==> src/rtl/pwm_wavegen_pkg.sv <==
package pwm_wavegen_pkg;

  typedef struct packed {
    logic wrap;   // last count of the window, timer running
    logic hold;   // timer idle
  } ctrl_strobe_t;

  typedef enum logic [1:0] {
    ADDR_PERIOD = 2'd0,
    ADDR_DC     = 2'd1,
    ADDR_STEP   = 2'd2,
    ADDR_LIMIT  = 2'd3
  } cfg_addr_e;

  localparam int SINE_LEN   = 32;
  localparam int SINE_PTR_W = $clog2(SINE_LEN);

  // quarter-wave samples of 128 + 127*sin, index 0..8
  function automatic logic [7:0] quarterSample(input int q);
    case (q)
      0: quarterSample = 8'd128;
      1: quarterSample = 8'd153;
      2: quarterSample = 8'd177;
      3: quarterSample = 8'd199;
      4: quarterSample = 8'd218;
      5: quarterSample = 8'd234;
      6: quarterSample = 8'd245;
      7: quarterSample = 8'd253;
      default: quarterSample = 8'd255;
    endcase
  endfunction

  // full 32-entry table from quarter-wave symmetry
  function automatic logic [7:0] sineSample(input logic [SINE_PTR_W-1:0] idx);
    int k;
    k = int'(idx);
    if (k <= 8)       sineSample = quarterSample(k);
    else if (k <= 16) sineSample = quarterSample(16 - k);
    else if (k <= 24) sineSample = 8'(9'd256 - 9'(quarterSample(k - 16)));
    else              sineSample = 8'(9'd256 - 9'(quarterSample(32 - k)));
  endfunction

endpackage

==> src/rtl/pwm_ctrl.sv <==
module pwm_ctrl
  import pwm_wavegen_pkg::*;
#(
  parameter int CNT_W = 8
) (
  input  logic             clk,
  input  logic             rstN,
  input  logic             enable,
  input  logic [CNT_W-1:0] activePeriod,
  output logic [CNT_W-1:0] cnt,
  output ctrl_strobe_t     stb
);

  logic atTop;
  assign atTop = (cnt == activePeriod);

  always_ff @(posedge clk or negedge rstN) begin
    if (!rstN)        cnt <= '0;
    else if (!enable) cnt <= '0;
    else if (atTop)   cnt <= '0;
    else              cnt <= cnt + 1'b1;
  end

  always_comb begin
    stb.wrap = enable && atTop;
    stb.hold = !enable;
  end

endmodule

==> src/rtl/pwm_datapath.sv <==
module pwm_datapath
  import pwm_wavegen_pkg::*;
#(
  parameter int CNT_W   = 8,
  parameter int NUM_CH  = 3
) (
  input  logic              clk,
  input  logic              rstN,
  input  ctrl_strobe_t      stb,
  input  logic [CNT_W-1:0]  cnt,
  input  logic              cfgWrEn,
  input  logic [1:0]        cfgAddr,
  input  logic [CNT_W-1:0]  cfgData,
  output logic [CNT_W-1:0]  activePeriod,
  output logic [CNT_W-1:0]  activeDc,
  output logic [NUM_CH-1:0] pwmOut,
  output logic              wrapPulse
);

  localparam logic [CNT_W-1:0] MAX_VAL = {CNT_W{1'b1}};
  localparam int CH_SINE = 0;
  localparam int CH_RAMP = 1;
  localparam int CH_DC   = 2;

  logic [CNT_W-1:0]      shPeriod, shDc, rampStep, rampLimit;
  logic [CNT_W-1:0]      activeSine, activeRamp;
  logic [SINE_PTR_W-1:0] sinePtr, sinePtrNext;
  logic [CNT_W:0]        rampSum;
  logic [CNT_W-1:0]      rampNext;
  logic [CNT_W-1:0]      chanCmp [NUM_CH];

  assign sinePtrNext = sinePtr + 1'b1;
  assign rampSum     = {1'b0, activeRamp} + {1'b0, rampStep};
  assign rampNext    = (rampSum > {1'b0, rampLimit}) ? '0 : rampSum[CNT_W-1:0];

  // shadow registers written through the configuration port
  always_ff @(posedge clk or negedge rstN) begin
    if (!rstN) begin
      shPeriod  <= MAX_VAL;
      shDc      <= '0;
      rampStep  <= CNT_W'(1);
      rampLimit <= MAX_VAL;
    end else if (cfgWrEn) begin
      case (cfg_addr_e'(cfgAddr))
        ADDR_PERIOD: shPeriod  <= cfgData;
        ADDR_DC:     shDc      <= cfgData;
        ADDR_STEP:   rampStep  <= cfgData;
        ADDR_LIMIT:  rampLimit <= cfgData;
        default:     ;
      endcase
    end
  end

  // active compare set, swapped only at the window boundary
  always_ff @(posedge clk or negedge rstN) begin
    if (!rstN) begin
      activePeriod <= MAX_VAL;
      activeDc     <= '0;
      activeSine   <= CNT_W'(sineSample('0));
      activeRamp   <= '0;
      sinePtr      <= '0;
    end else if (stb.hold) begin
      activePeriod <= shPeriod;
      activeDc     <= shDc;
      activeSine   <= CNT_W'(sineSample('0));
      activeRamp   <= '0;
      sinePtr      <= '0;
    end else if (stb.wrap) begin
      activePeriod <= shPeriod;
      activeDc     <= shDc;
      activeSine   <= CNT_W'(sineSample(sinePtrNext));
      activeRamp   <= rampNext;
      sinePtr      <= sinePtrNext;
    end
  end

  always_comb begin
    chanCmp[CH_SINE] = activeSine;
    chanCmp[CH_RAMP] = activeRamp;
    chanCmp[CH_DC]   = activeDc;
  end

  // high from the period match until the compare match
  for (genvar g = 0; g < NUM_CH; g++) begin : g_chan
    always_ff @(posedge clk or negedge rstN) begin
      if (!rstN) pwmOut[g] <= 1'b0;
      else       pwmOut[g] <= !stb.hold && (cnt < chanCmp[g]);
    end
  end

  always_ff @(posedge clk or negedge rstN) begin
    if (!rstN) wrapPulse <= 1'b0;
    else       wrapPulse <= stb.wrap;
  end

endmodule

==> src/rtl/pwm_wavegen.sv <==
module pwm_wavegen
  import pwm_wavegen_pkg::*;
#(
  parameter int CNT_W = 8
) (
  input  logic             clk,
  input  logic             rstN,
  input  logic             enable,
  input  logic             cfgWrEn,
  input  logic [1:0]       cfgAddr,
  input  logic [CNT_W-1:0] cfgData,
  output logic             pwmSine,
  output logic             pwmRamp,
  output logic             pwmDc,
  output logic             wrapPulse
);

  localparam int NUM_CH = 3;

  ctrl_strobe_t     stb;
  logic [CNT_W-1:0] cnt;
  logic [CNT_W-1:0] activePeriod;
  logic [CNT_W-1:0] activeDc;
  logic [NUM_CH-1:0] pwmOut;

  pwm_ctrl #(.CNT_W(CNT_W)) u_ctrl (
    .clk          (clk),
    .rstN         (rstN),
    .enable       (enable),
    .activePeriod (activePeriod),
    .cnt          (cnt),
    .stb          (stb)
  );

  pwm_datapath #(.CNT_W(CNT_W), .NUM_CH(NUM_CH)) u_dp (
    .clk          (clk),
    .rstN         (rstN),
    .stb          (stb),
    .cnt          (cnt),
    .cfgWrEn      (cfgWrEn),
    .cfgAddr      (cfgAddr),
    .cfgData      (cfgData),
    .activePeriod (activePeriod),
    .activeDc     (activeDc),
    .pwmOut       (pwmOut),
    .wrapPulse    (wrapPulse)
  );

  assign pwmSine = pwmOut[0];
  assign pwmRamp = pwmOut[1];
  assign pwmDc   = pwmOut[2];

endmodule

==> config.mk <==
export PLATFORM = sky130hd
export DESIGN_NAME = pwm_wavegen
export DESIGN_NICKNAME = d
export VERILOG_FILES = /design/src/rtl/pwm_wavegen_pkg.sv /design/src/rtl/pwm_ctrl.sv /design/src/rtl/pwm_datapath.sv /design/src/rtl/pwm_wavegen.sv
export SDC_FILE = /design/constraint.sdc
export NUM_CORES = 1
export LEC_CHECK = 0
export BUFFER_PORTS_ARGS = -buffer_cell sky130_fd_sc_hd__buf_2
export CAP_MARGIN = 20
export CORE_ASPECT_RATIO = 0.7
export CORE_UTILIZATION = 51
export CTS_CLUSTER_SIZE = 25
export DETAILED_ROUTE_END_ITERATION = 10
export PLACE_DENSITY = 0.68
export SLEW_MARGIN = 20
export SYNTH_ARGS = -nofsm -noshare
export SYNTH_HDL_FRONTEND = slang
export SYNTH_SLANG_ARGS = --single-unit
==> constraint.sdc <==
create_clock -name clk -period 4.35 [get_ports clk]
set_input_delay 0.435 -clock clk [delete_from_list [all_inputs] [get_ports clk]]
set_output_delay 0.435 -clock clk [all_outputs]
set_load 0.01 [all_outputs]
# After elaboration in Yosys (flattened, before gate mapping)
# Memory sizes are Yosys's and may differ from the RTL's.
# Index checks and enable logic that the tools add are counted.
# word_totals
register_bits	81
rom_bits	224
mem_count	4
out_inout_bits	4
elab_cells	81
inputBits	14
# mem_list
name	depth	word_bits	rd	rd_clocked_by_memory_dff	write_ports	line	text
(name not given)	8	7	1	0	0	pwm_wavegen_pkg.sv:20	case (q)
(name not given)	8	7	1	0	0	pwm_wavegen_pkg.sv:20	
(name not given)	8	7	1	0	0	pwm_wavegen_pkg.sv:20	
(name not given)	8	7	1	0	0	pwm_wavegen_pkg.sv:20	
# classes
muxes	30
n_eq_ne	5
reduce_logical	13
magnitude_cmp	7
add_sub_neg	8
# ops
operator	n
8-bit 2-to-1 mux	28
29-bit zero test	3
8-bit < comparator	3
1-bit by 8-bit subtractor with 8-bit output, first input constant	2
5-bit less-or-equal comparator, second input constant	2
5-bit 2-to-1 mux	2
8-bit by 8-bit adder with 9-bit output	1
9-bit by 8-bit > comparator with 1-bit output	1
8-bit by 1-bit adder with 8-bit output, second input constant	1
8-bit == test	1
2-bit AND reduction	4
6-bit by 5-bit subtractor with 7-bit output, first input constant	1
5-bit by 5-bit subtractor with 6-bit output, first input constant	1
5-bit by 5-bit subtractor with 6-bit output, second input constant	1
5-bit by 1-bit adder with 5-bit output, second input constant	1
5-bit by 4-bit less-or-equal comparator with 1-bit output, second input constant	1
2-bit == test, second input constant	2
1-bit logical AND	4
2-bit zero test	2
2-bit by 1-bit == test with 1-bit output, second input constant	1
2-bit by 1-bit inequality test with 1-bit output, second input constant	1

# Depth between registers and ports, before layout
# Gate-level depths: netlist of run 1.
# depth
ltp_word	15
ltp_mapped	16
depth_no_buf	14

# By module
# Synthesis of run 1 repeated with hierarchy kept, for this count alone.
# hier_totals
cells_unflattened	512
area_unflattened_um2	5230.0
# by_module_without_submodules
mod	area_each_um2	instances	cells_per_inst	seq_area_each_um2
pwm_datapath	4729.5	1	466	1859.3
pwm_ctrl	500.5	1	46	200.2

# Worst setup path before layout of run 1
# Ideal clock, no wire load.
# synth_path
path_type	flip-flop to flip-flop
from	register u_dp.sinePtr[1]
to	register u_dp.activeSine[4]
n_path_buf	4
stages_incl_launch_ff	17
synth_period_minus_slack_ps	3293
setup_ps	126
path_slack_ps	1057
arrival_ps	3167
required_time_ps	4224
cell_sequence	dfrtp_1 -> buf_4 -> clkbuf_8 -> inv_1 -> ha_1 -> buf_6 -> or2_0 -> o211a_1 -> or3_1 -> buf_2 -> a21oi_1 -> or2_2 -> ha_1 -> inv_1 -> a221oi_2 -> xor2_1 -> o311a_1
# synth_via
elab_chain_len	15
elab_cells_between_ends	36
classes_between	add/sub (6); order compare (3); mux (19); reduce/logical (4); memory (4)
# synth_lines
element	line	text
start: declaration	pwm_datapath.sv:27	logic [SINE_PTR_W-1:0] sinePtr, sinePtrNext;
start signal: assignment	pwm_datapath.sv:73	sinePtr <= sinePtrNext;
5-bit by 1-bit adder with 5-bit output (*)	pwm_datapath.sv:32	assign sinePtrNext = sinePtr + 1'b1;
6-bit by 5-bit subtractor with 7-bit output or 5-bit by 5-bit subtractor with 6-bit output (tied branches)	pwm_wavegen_pkg.sv:40, pwm_wavegen_pkg.sv:39	
memory 8 x 7 bit or 29-bit zero test (tied branches)	--	
8-bit 2-to-1 mux	pwm_wavegen_pkg.sv:20	
8-bit 2-to-1 mux	pwm_wavegen_pkg.sv:39	else if (k <= 24) sineSample = 8'(9'd256 - 9'(quarterSample(k - 16)));
8-bit 2-to-1 mux	pwm_wavegen_pkg.sv:38	else if (k <= 16) sineSample = quarterSample(16 - k);
8-bit 2-to-1 mux	pwm_wavegen_pkg.sv:37	if (k <= 8) sineSample = quarterSample(k);
8-bit 2-to-1 mux	pwm_datapath.sv:68	end else if (stb.wrap) begin
8-bit 2-to-1 mux	pwm_datapath.sv:62	end else if (stb.hold) begin
1-bit by 8-bit subtractor with 8-bit output (on tied branches)	pwm_wavegen_pkg.sv:40, pwm_wavegen_pkg.sv:39	
8-bit 2-to-1 mux	pwm_wavegen_pkg.sv:39	
8-bit 2-to-1 mux	pwm_wavegen_pkg.sv:38	
8-bit 2-to-1 mux (*)	pwm_wavegen_pkg.sv:37	
8-bit 2-to-1 mux (*)	pwm_datapath.sv:68	
8-bit 2-to-1 mux (*)	pwm_datapath.sv:62	
end signal: assignment	pwm_datapath.sv:59	activeSine <= CNT_W'(sineSample('0));
end signal: assignment	pwm_datapath.sv:65	activeSine <= CNT_W'(sineSample('0));
end signal: assignment	pwm_datapath.sv:71	activeSine <= CNT_W'(sineSample(sinePtrNext));
end: declaration	pwm_datapath.sv:26	logic [CNT_W-1:0] activeSine, activeRamp;
# Every way passes the cells marked *; elsewhere a longest branch is shown, timed or not. The select of a mux whose other input is x is not followed.
# A chain may end at the register's enable or synchronous reset.

# Worst setup path after layout of run 1
# layout_path
from	register u_dp.activeRamp[0]
to	register u_dp.activeRamp[1]
# layout_via
elab_chain_len	5
# layout_lines
element	line	text
start: declaration	pwm_datapath.sv:26	
start signal: assignment	pwm_datapath.sv:72	activeRamp <= rampNext;
8-bit by 8-bit adder with 9-bit output (*)	pwm_datapath.sv:33	assign rampSum = {1'b0, activeRamp} + {1'b0, rampStep};
9-bit by 8-bit > comparator with 1-bit output	pwm_datapath.sv:34	assign rampNext = (rampSum > {1'b0, rampLimit}) ? '0 : rampSum[CNT_W-1:0];
8-bit 2-to-1 mux (*)	pwm_datapath.sv:34	
8-bit 2-to-1 mux (*)	pwm_datapath.sv:68	
8-bit 2-to-1 mux (*)	pwm_datapath.sv:62	
# Marks and branches as above.

==> run metrics, run 1 <==
R2R Path Start=u_dp.activeRamp[0]$_DFFE_PN0P_; layout cells sized above 1=23.0%; root buffer cell=clkbuf_16; GRT Overall Usage=25.5%; worst-path cell chain=ha_1 -> fa_1 -> a21o_1 -> a21oi_1 -> o21a_1 -> nor2_1 -> a21oi_1 -> ha_1 -> a21o_1 -> a21oi_1 -> a31oi_1 -> nor3_1 -> o311a_1 -> a22o_1; CTS tree=built; placed cells=660; Die Wd=124 um; post-CTS setup buffer count=0; final setup fails=0; endpoints failing hold=0; Synth Register Bits=81; fraction of registers with async set/reset=100%; Most common cell on crit path=a21oi_1; Compound-Gate Fraction of Synth Area=17.1%; DRT Pass-1 Iters=7; delay-heaviest family, CP=compound AO/OA/AOI/OAI gates; min Tclk post-route=3.46 ns; CP Class=reg2reg; core area=0.00987 mm^2; CP max stage cell=fa_1; Yosys warning total=0; number of enable flip-flop cells after synthesis=0; mux contribution to synthesized area=9.29%; largest family of logic cells by synthesized area=compound AO/OA/AOI/OAI gates; chip height=87.3 um; Post-DP HPWL=9.32 mm; Synth Flop Type=dfrtp_1; WL/cell=18.6 um; Final Core Density=58.9%; Via density=5.92; Least-Margin Pin Slew=0.748 ns; WL final=12.6 mm; first-pass GRT wire length=20.7 mm; Post-Syn Nets=586; setup ws final=0.886 ns; RR Endpoint=u_dp.activeRamp[1]$_DFFE_PN0P_; Final Max Tran Viols=0; Min Hold Slack=0.125 ns; most frequent cells in the layout=dfrtp_1, ha_1, mux2_2; die area=0.0108 mm^2; H-tree depth=3; pre-CTS setup slack=1.01 ns; R2R depth=14; nets=602; Detailed Route Iter0 Violations=391; Worst-path clk slew=0.06 ns; Max VDD drop=0.241 mV; Worst slew margin=50.0%; f_max=289 MHz; synthesized cell area=0.00530 mm^2; Post-Synth XOR/XNOR Area=4.80%; reg2reg setup slack=0.89 ns; PostCTS Resize Cnt=0; WP data arrival=3.73 ns; RSZ-0062 raised after global routing=no; drt drc=0; cts hold-fix bufs=0; CTS Buf Count=9; ANT cells=0; status=finished, final reports clean; Largest stage delay, worst path=0.42 ns; Crit path depth=14; site row count=30; Critical Path Source=u_dp.activeRamp[0]$_DFFE_PN0P_; clock tree sinks=81; ANT nets after route=0; largest net degree at the start of global routing=82; sequential share of the synthesized area=38.9%; WP data required=4.62 ns; area grow syn2layout=9.83%; CP max FO=8; Max-Cap Viols=0; PD cells=382 mW/mm^2; Yosys top cell area share=26.0%; Max clock buf depth=2; CP Capture Type=register; gr ovfl total=0; Static Leak=2.59 nW; CP bufs+invs=0; Initial Utilization=53.6%; Final Skew=0.00603 ns; Setup crit end=u_dp.activeRamp[1]$_DFFE_PN0P_; setup_tns=0 ns; synth unique cells=70; routed via count=4,002; top cell type by total area after synthesis=dfrtp_1; Syn Inst Count=527; Port Buffer Count=17; Post-Synth Simple-Gate Area=13.1%; vias in the first global route=3,858; Hold Crit Class=in2async; top-level I/O count=18; initial antenna violation count=0; Non-Filler Instances=676; Area contributors post-synth=dfrtp_1, dfstp_2, ha_1; CP Launch Type=register; most common cell after layout, fill and taps aside=dfrtp_1; routability cong.=0.931; adder-cell share of the synthesized area=10.8%; Syn Area/Cell=10.0 um^2; clock latency on the worst-skew pair=0.34 ns; fin crit share=79.6%
## layout make-up
cell class / instances / area, um^2
fillers: 813 / 4060
flip-flops and latches: 81 / 2060
clock buffers: 10 / 229
repair buffers: 28 / 174
clock inverters: 6 / 115
inverters: 40 / 150
multi-input cells: 383 / 2930
well taps: 128 / 160
## cell usage after synthesis, drive strengths merged, types with 5 or more instances
cell    instances
a21oi          27
clkbuf         10
dfstp          26
xnor2          21
o22ai          10
nor2b           5
nand2b          6
o21a            5
a31oi           6
and3            6
xor2            8
nand3           9
a22o            8
buf            12
mux2           41
nand2          30
inv            39
dfrtp          55
nor2           32
and2            9
ha             44
a21o           20
o21ai          25
or2             5
nor3            7
nand3b          6
## report_power, final
part / internal, mW / switching [mW]
registers: 0.889 / 0.0634
logic: 0.195 / 0.206
clock network: 0.564 / 0.305
## kinds of logic after synthesis
| group | Yosys count |
|---|---|
| flip-flops | 81 |
| adder cells (fa/ha/maj) | 45 |
| AO/OA/AOI/OAI | 133 |
| buffers and inverters | 63 |
| XOR/XNOR | 29 |
| multiplexers | 44 |
| AND/OR/NAND/NOR | 132 |
## worst reg2reg max path, stage by stage, from the launching register on
cell	delay (ns)
dfrtp_1	0.41
ha_1	0.25
fa_1	0.42
a21o_1	0.20
a21oi_1	0.30
o21a_1	0.16
nor2_1	0.05
a21oi_1	0.19
ha_1	0.29
a21o_1	0.17
a21oi_1	0.14
a31oi_1	0.06
nor3_1	0.17
o311a_1	0.41
a22o_1	0.20
## worst min path at each step
stage	startpoint	endpoint	slack [ns]	depth (start not counted)
2_1_floorplan	rstN	u_ctrl.cnt[0]$_DFF_PN0_	0.14	0
3_3_place_gp	u_dp.shDc[1]$_DFFE_PN0P_	u_dp.activeDc[1]$_DFFE_PN0P_	0.46	2
3_5_place_dp	u_dp.shDc[1]$_DFFE_PN0P_	u_dp.activeDc[1]$_DFFE_PN0P_	0.47	2
4_1_cts	rstN	u_dp.shDc[6]$_DFFE_PN0P_	0.30	1
5_1_grt	rstN	u_dp.shDc[5]$_DFFE_PN0P_	0.18	1
6_report	rstN	u_dp.shDc[6]$_DFFE_PN0P_	0.12	1
## through the flow
step / power (mW) / instance area [um^2]
after detailed placement: 1.36 / 5460
final: 2.22 / 5820
after CTS: 2.23 / 5800
after global routing: 2.33 / 5820
after global placement: 1.34 / 5460
after floorplan: 1.23 / 5300
## per-layer routing
| metal | up-vias | share of wire [%] | track usage [%] |
|---|---|---|---|
| li1 | 1919 | - | - |
| met1 | 1959 | 53 | 40.9 |
| met2 | 111 | 40 | 34.1 |
| met3 | 13 | 6.1 | 5.56 |
| met4 | 0 | 0.80 | 5.48 |
| met5 | - | 0 | 0 |
Power figures use the tool's default switching activity.
==> run 2: changes to the inputs <==
- clock period: 4.35 -> 3.2 ns (I/O delays scaled with it)
==> run metrics, run 2 (synthesis results as in run 1) <==
H-tree depth=3 (unchanged); Max clock buf depth=2 (unchanged); CTS tree=built; CP Class=reg2reg; routed via count=4,103 (+2.5%); f_max=325 MHz (+13%); clock tree sinks=81 (unchanged); Final Max Tran Viols=0 (unchanged); Initial Utilization=53.6% (unchanged); Worst-path clk slew=0.07 ns (about the same); # fillers=825 (+1.5%); fin crit share=96.1% (+16 points); Worst slew margin=51.3% (+1.2 points); chip height=87.3 um (unchanged); R2R depth=15 (+1); Die Wd=124 um (unchanged); RSZ-0062 raised after global routing=no; GRT Overall Usage=25.8% (+0.24 points); most common cell after layout, fill and taps aside=dfrtp_1; top-level I/O count=18 (unchanged); Max VDD drop=0.274 mV (+14%); die area=0.0108 mm^2 (unchanged); DRT Pass-1 Iters=5 (-2); WL/cell=18.2 um (-2.4%); Via density=5.94 (+0.30%); core area=0.00987 mm^2 (unchanged); clock latency on the worst-skew pair=0.33 ns (about the same); gr ovfl total=0 (unchanged); drt drc=0 (unchanged); endpoints failing hold=0 (unchanged); Least-Margin Pin Slew=0.731 ns (-0.0168 ns); ANT cells=0 (unchanged); cts hold-fix bufs=0 (unchanged); final setup fails=0 (unchanged); area grow syn2layout=11.7%; Final Skew=0.00659 ns (+0.000559 ns); nets=617 (+2.5%); WP data required=3.47 ns (-1.15 ns); layout cells sized above 1=26.8% (+3.8 points); setup ws final=0.125 ns (-0.761 ns); WL final=12.6 mm (-0.24%); first-pass GRT wire length=20.7 mm (-0.10%); pre-CTS setup slack=-0.123 ns (-1.13 ns); largest net degree at the start of global routing=82 (unchanged); min Tclk post-route=3.07 ns (-0.389 ns); CP Launch Type=register; site row count=30 (unchanged); Final Power=2.90 mW (+31%); vias in the first global route=3,847 (-0.29%); Max-Cap Viols=0 (unchanged); most frequent cells in the layout=dfrtp_1, ha_1, mux2_2; CTS Buf Count=9 (unchanged); WP data arrival=3.34 ns (-0.39 ns); status=finished, final reports clean; root buffer cell=clkbuf_16; Static Leak=2.65 nW (+2.2%); Detailed Route Iter0 Violations=457 (+17%); CP Capture Type=register; routability cong.=0.938 (+0.69%); PD cells=491 mW/mm^2 (+28%); Hold Crit Class=in2async; initial antenna violation count=0 (unchanged); Port Buffer Count=17 (unchanged); Post-DP HPWL=9.36 mm (+0.46%); CP max FO=4 (-4); ANT nets after route=0 (unchanged)
[run 2: metrics by stage]
step / utilization (%) / area, um^2 / std cells / hold WS, ns / TNS [ns]
floorplan: - / 5300 / 527 / 0.0244 / 0
global placement: 56.3 / 5560 / 673 / 0.463 / 0
global route: 59.9 / 5910 / 691 / 0.0845 / 0
finish: 59.9 / 5910 / 691 / 0.0188 / 0
detailed placement: 56.3 / 5560 / 673 / 0.478 / -0.873
CTS: 59.7 / 5890 / 691 / 0.189 / 0
[run 2: worst paths after layout]
kind | endpoint | from | slack [ns]
min in group clk | u_dp.rampLimit[2]$_DFFE_PN1P_ | cfgData[2] | 0.28
max reg2reg | u_dp.activeRamp[2]$_DFFE_PN0P_ | u_dp.activeRamp[0]$_DFFE_PN0P_ | 0.13
max | u_dp.activeRamp[2]$_DFFE_PN0P_ | u_dp.activeRamp[0]$_DFFE_PN0P_ | 0.13
min | u_dp.rampStep[6]$_DFFE_PN0P_ | rstN | 0.02
min reg2reg | u_dp.activeDc[4]$_DFFE_PN0P_ | u_dp.shDc[4]$_DFFE_PN0P_ | 0.50
max in group asynchronous | u_dp.sinePtr[0]$_DFFE_PN0P_ | rstN | 2.67
[run 2: routing by layer]
metal	track usage (%)	up-vias	share of wire, %
met3	5.63	6	7.4
met4	4.60	0	0.66
li1	-	1947	-
met2	34.1	145	39
met5	0	-	0
met1	42.0	2005	53
[run 2: repair_timing]
action,4_1_cts,5_1_grt
pin swaps,0,2
buffers inserted,2,0
endpoints found under the setup margin,8,9
gates resized for setup,1,6
[run 2: report_power, final]
group | switching (mW) | leakage, nW | total (mW) | internal (mW)
logic | 0.279 | 1.51 | 0.550 | 0.271
registers | 0.0849 | 0.989 | 1.29 | 1.21
clock network | 0.441 | 0.145 | 1.06 | 0.618
total | 0.806 | 2.64 | 2.90 | 2.10
[run 2: worst max-delay path, cell delays in order (launching register included)]
cell,delay (ns)
dfrtp_1,0.39
ha_1,0.23
fa_2,0.36
a21o_1,0.21
a21oi_2,0.19
o21a_1,0.15
nor2_1,0.07
a21oi_2,0.15
ha_1,0.28
a21o_1,0.18
a21oi_2,0.13
a31oi_1,0.05
nor3_1,0.14
o311a_1,0.21
buf_4,0.13
a22o_1,0.13
[run 2: final cells by class]
cell class                 count  area (um^2)  area share (%)
clock inverter                 7         87.6            1.48
clock buffer                   9          225            3.81
timing repair buffer          43          287            4.85
tap                          128          160            2.71
sequential                    81         2060            34.8
multi-input combinational    383         2940            49.7
inverter                      40          151            2.56
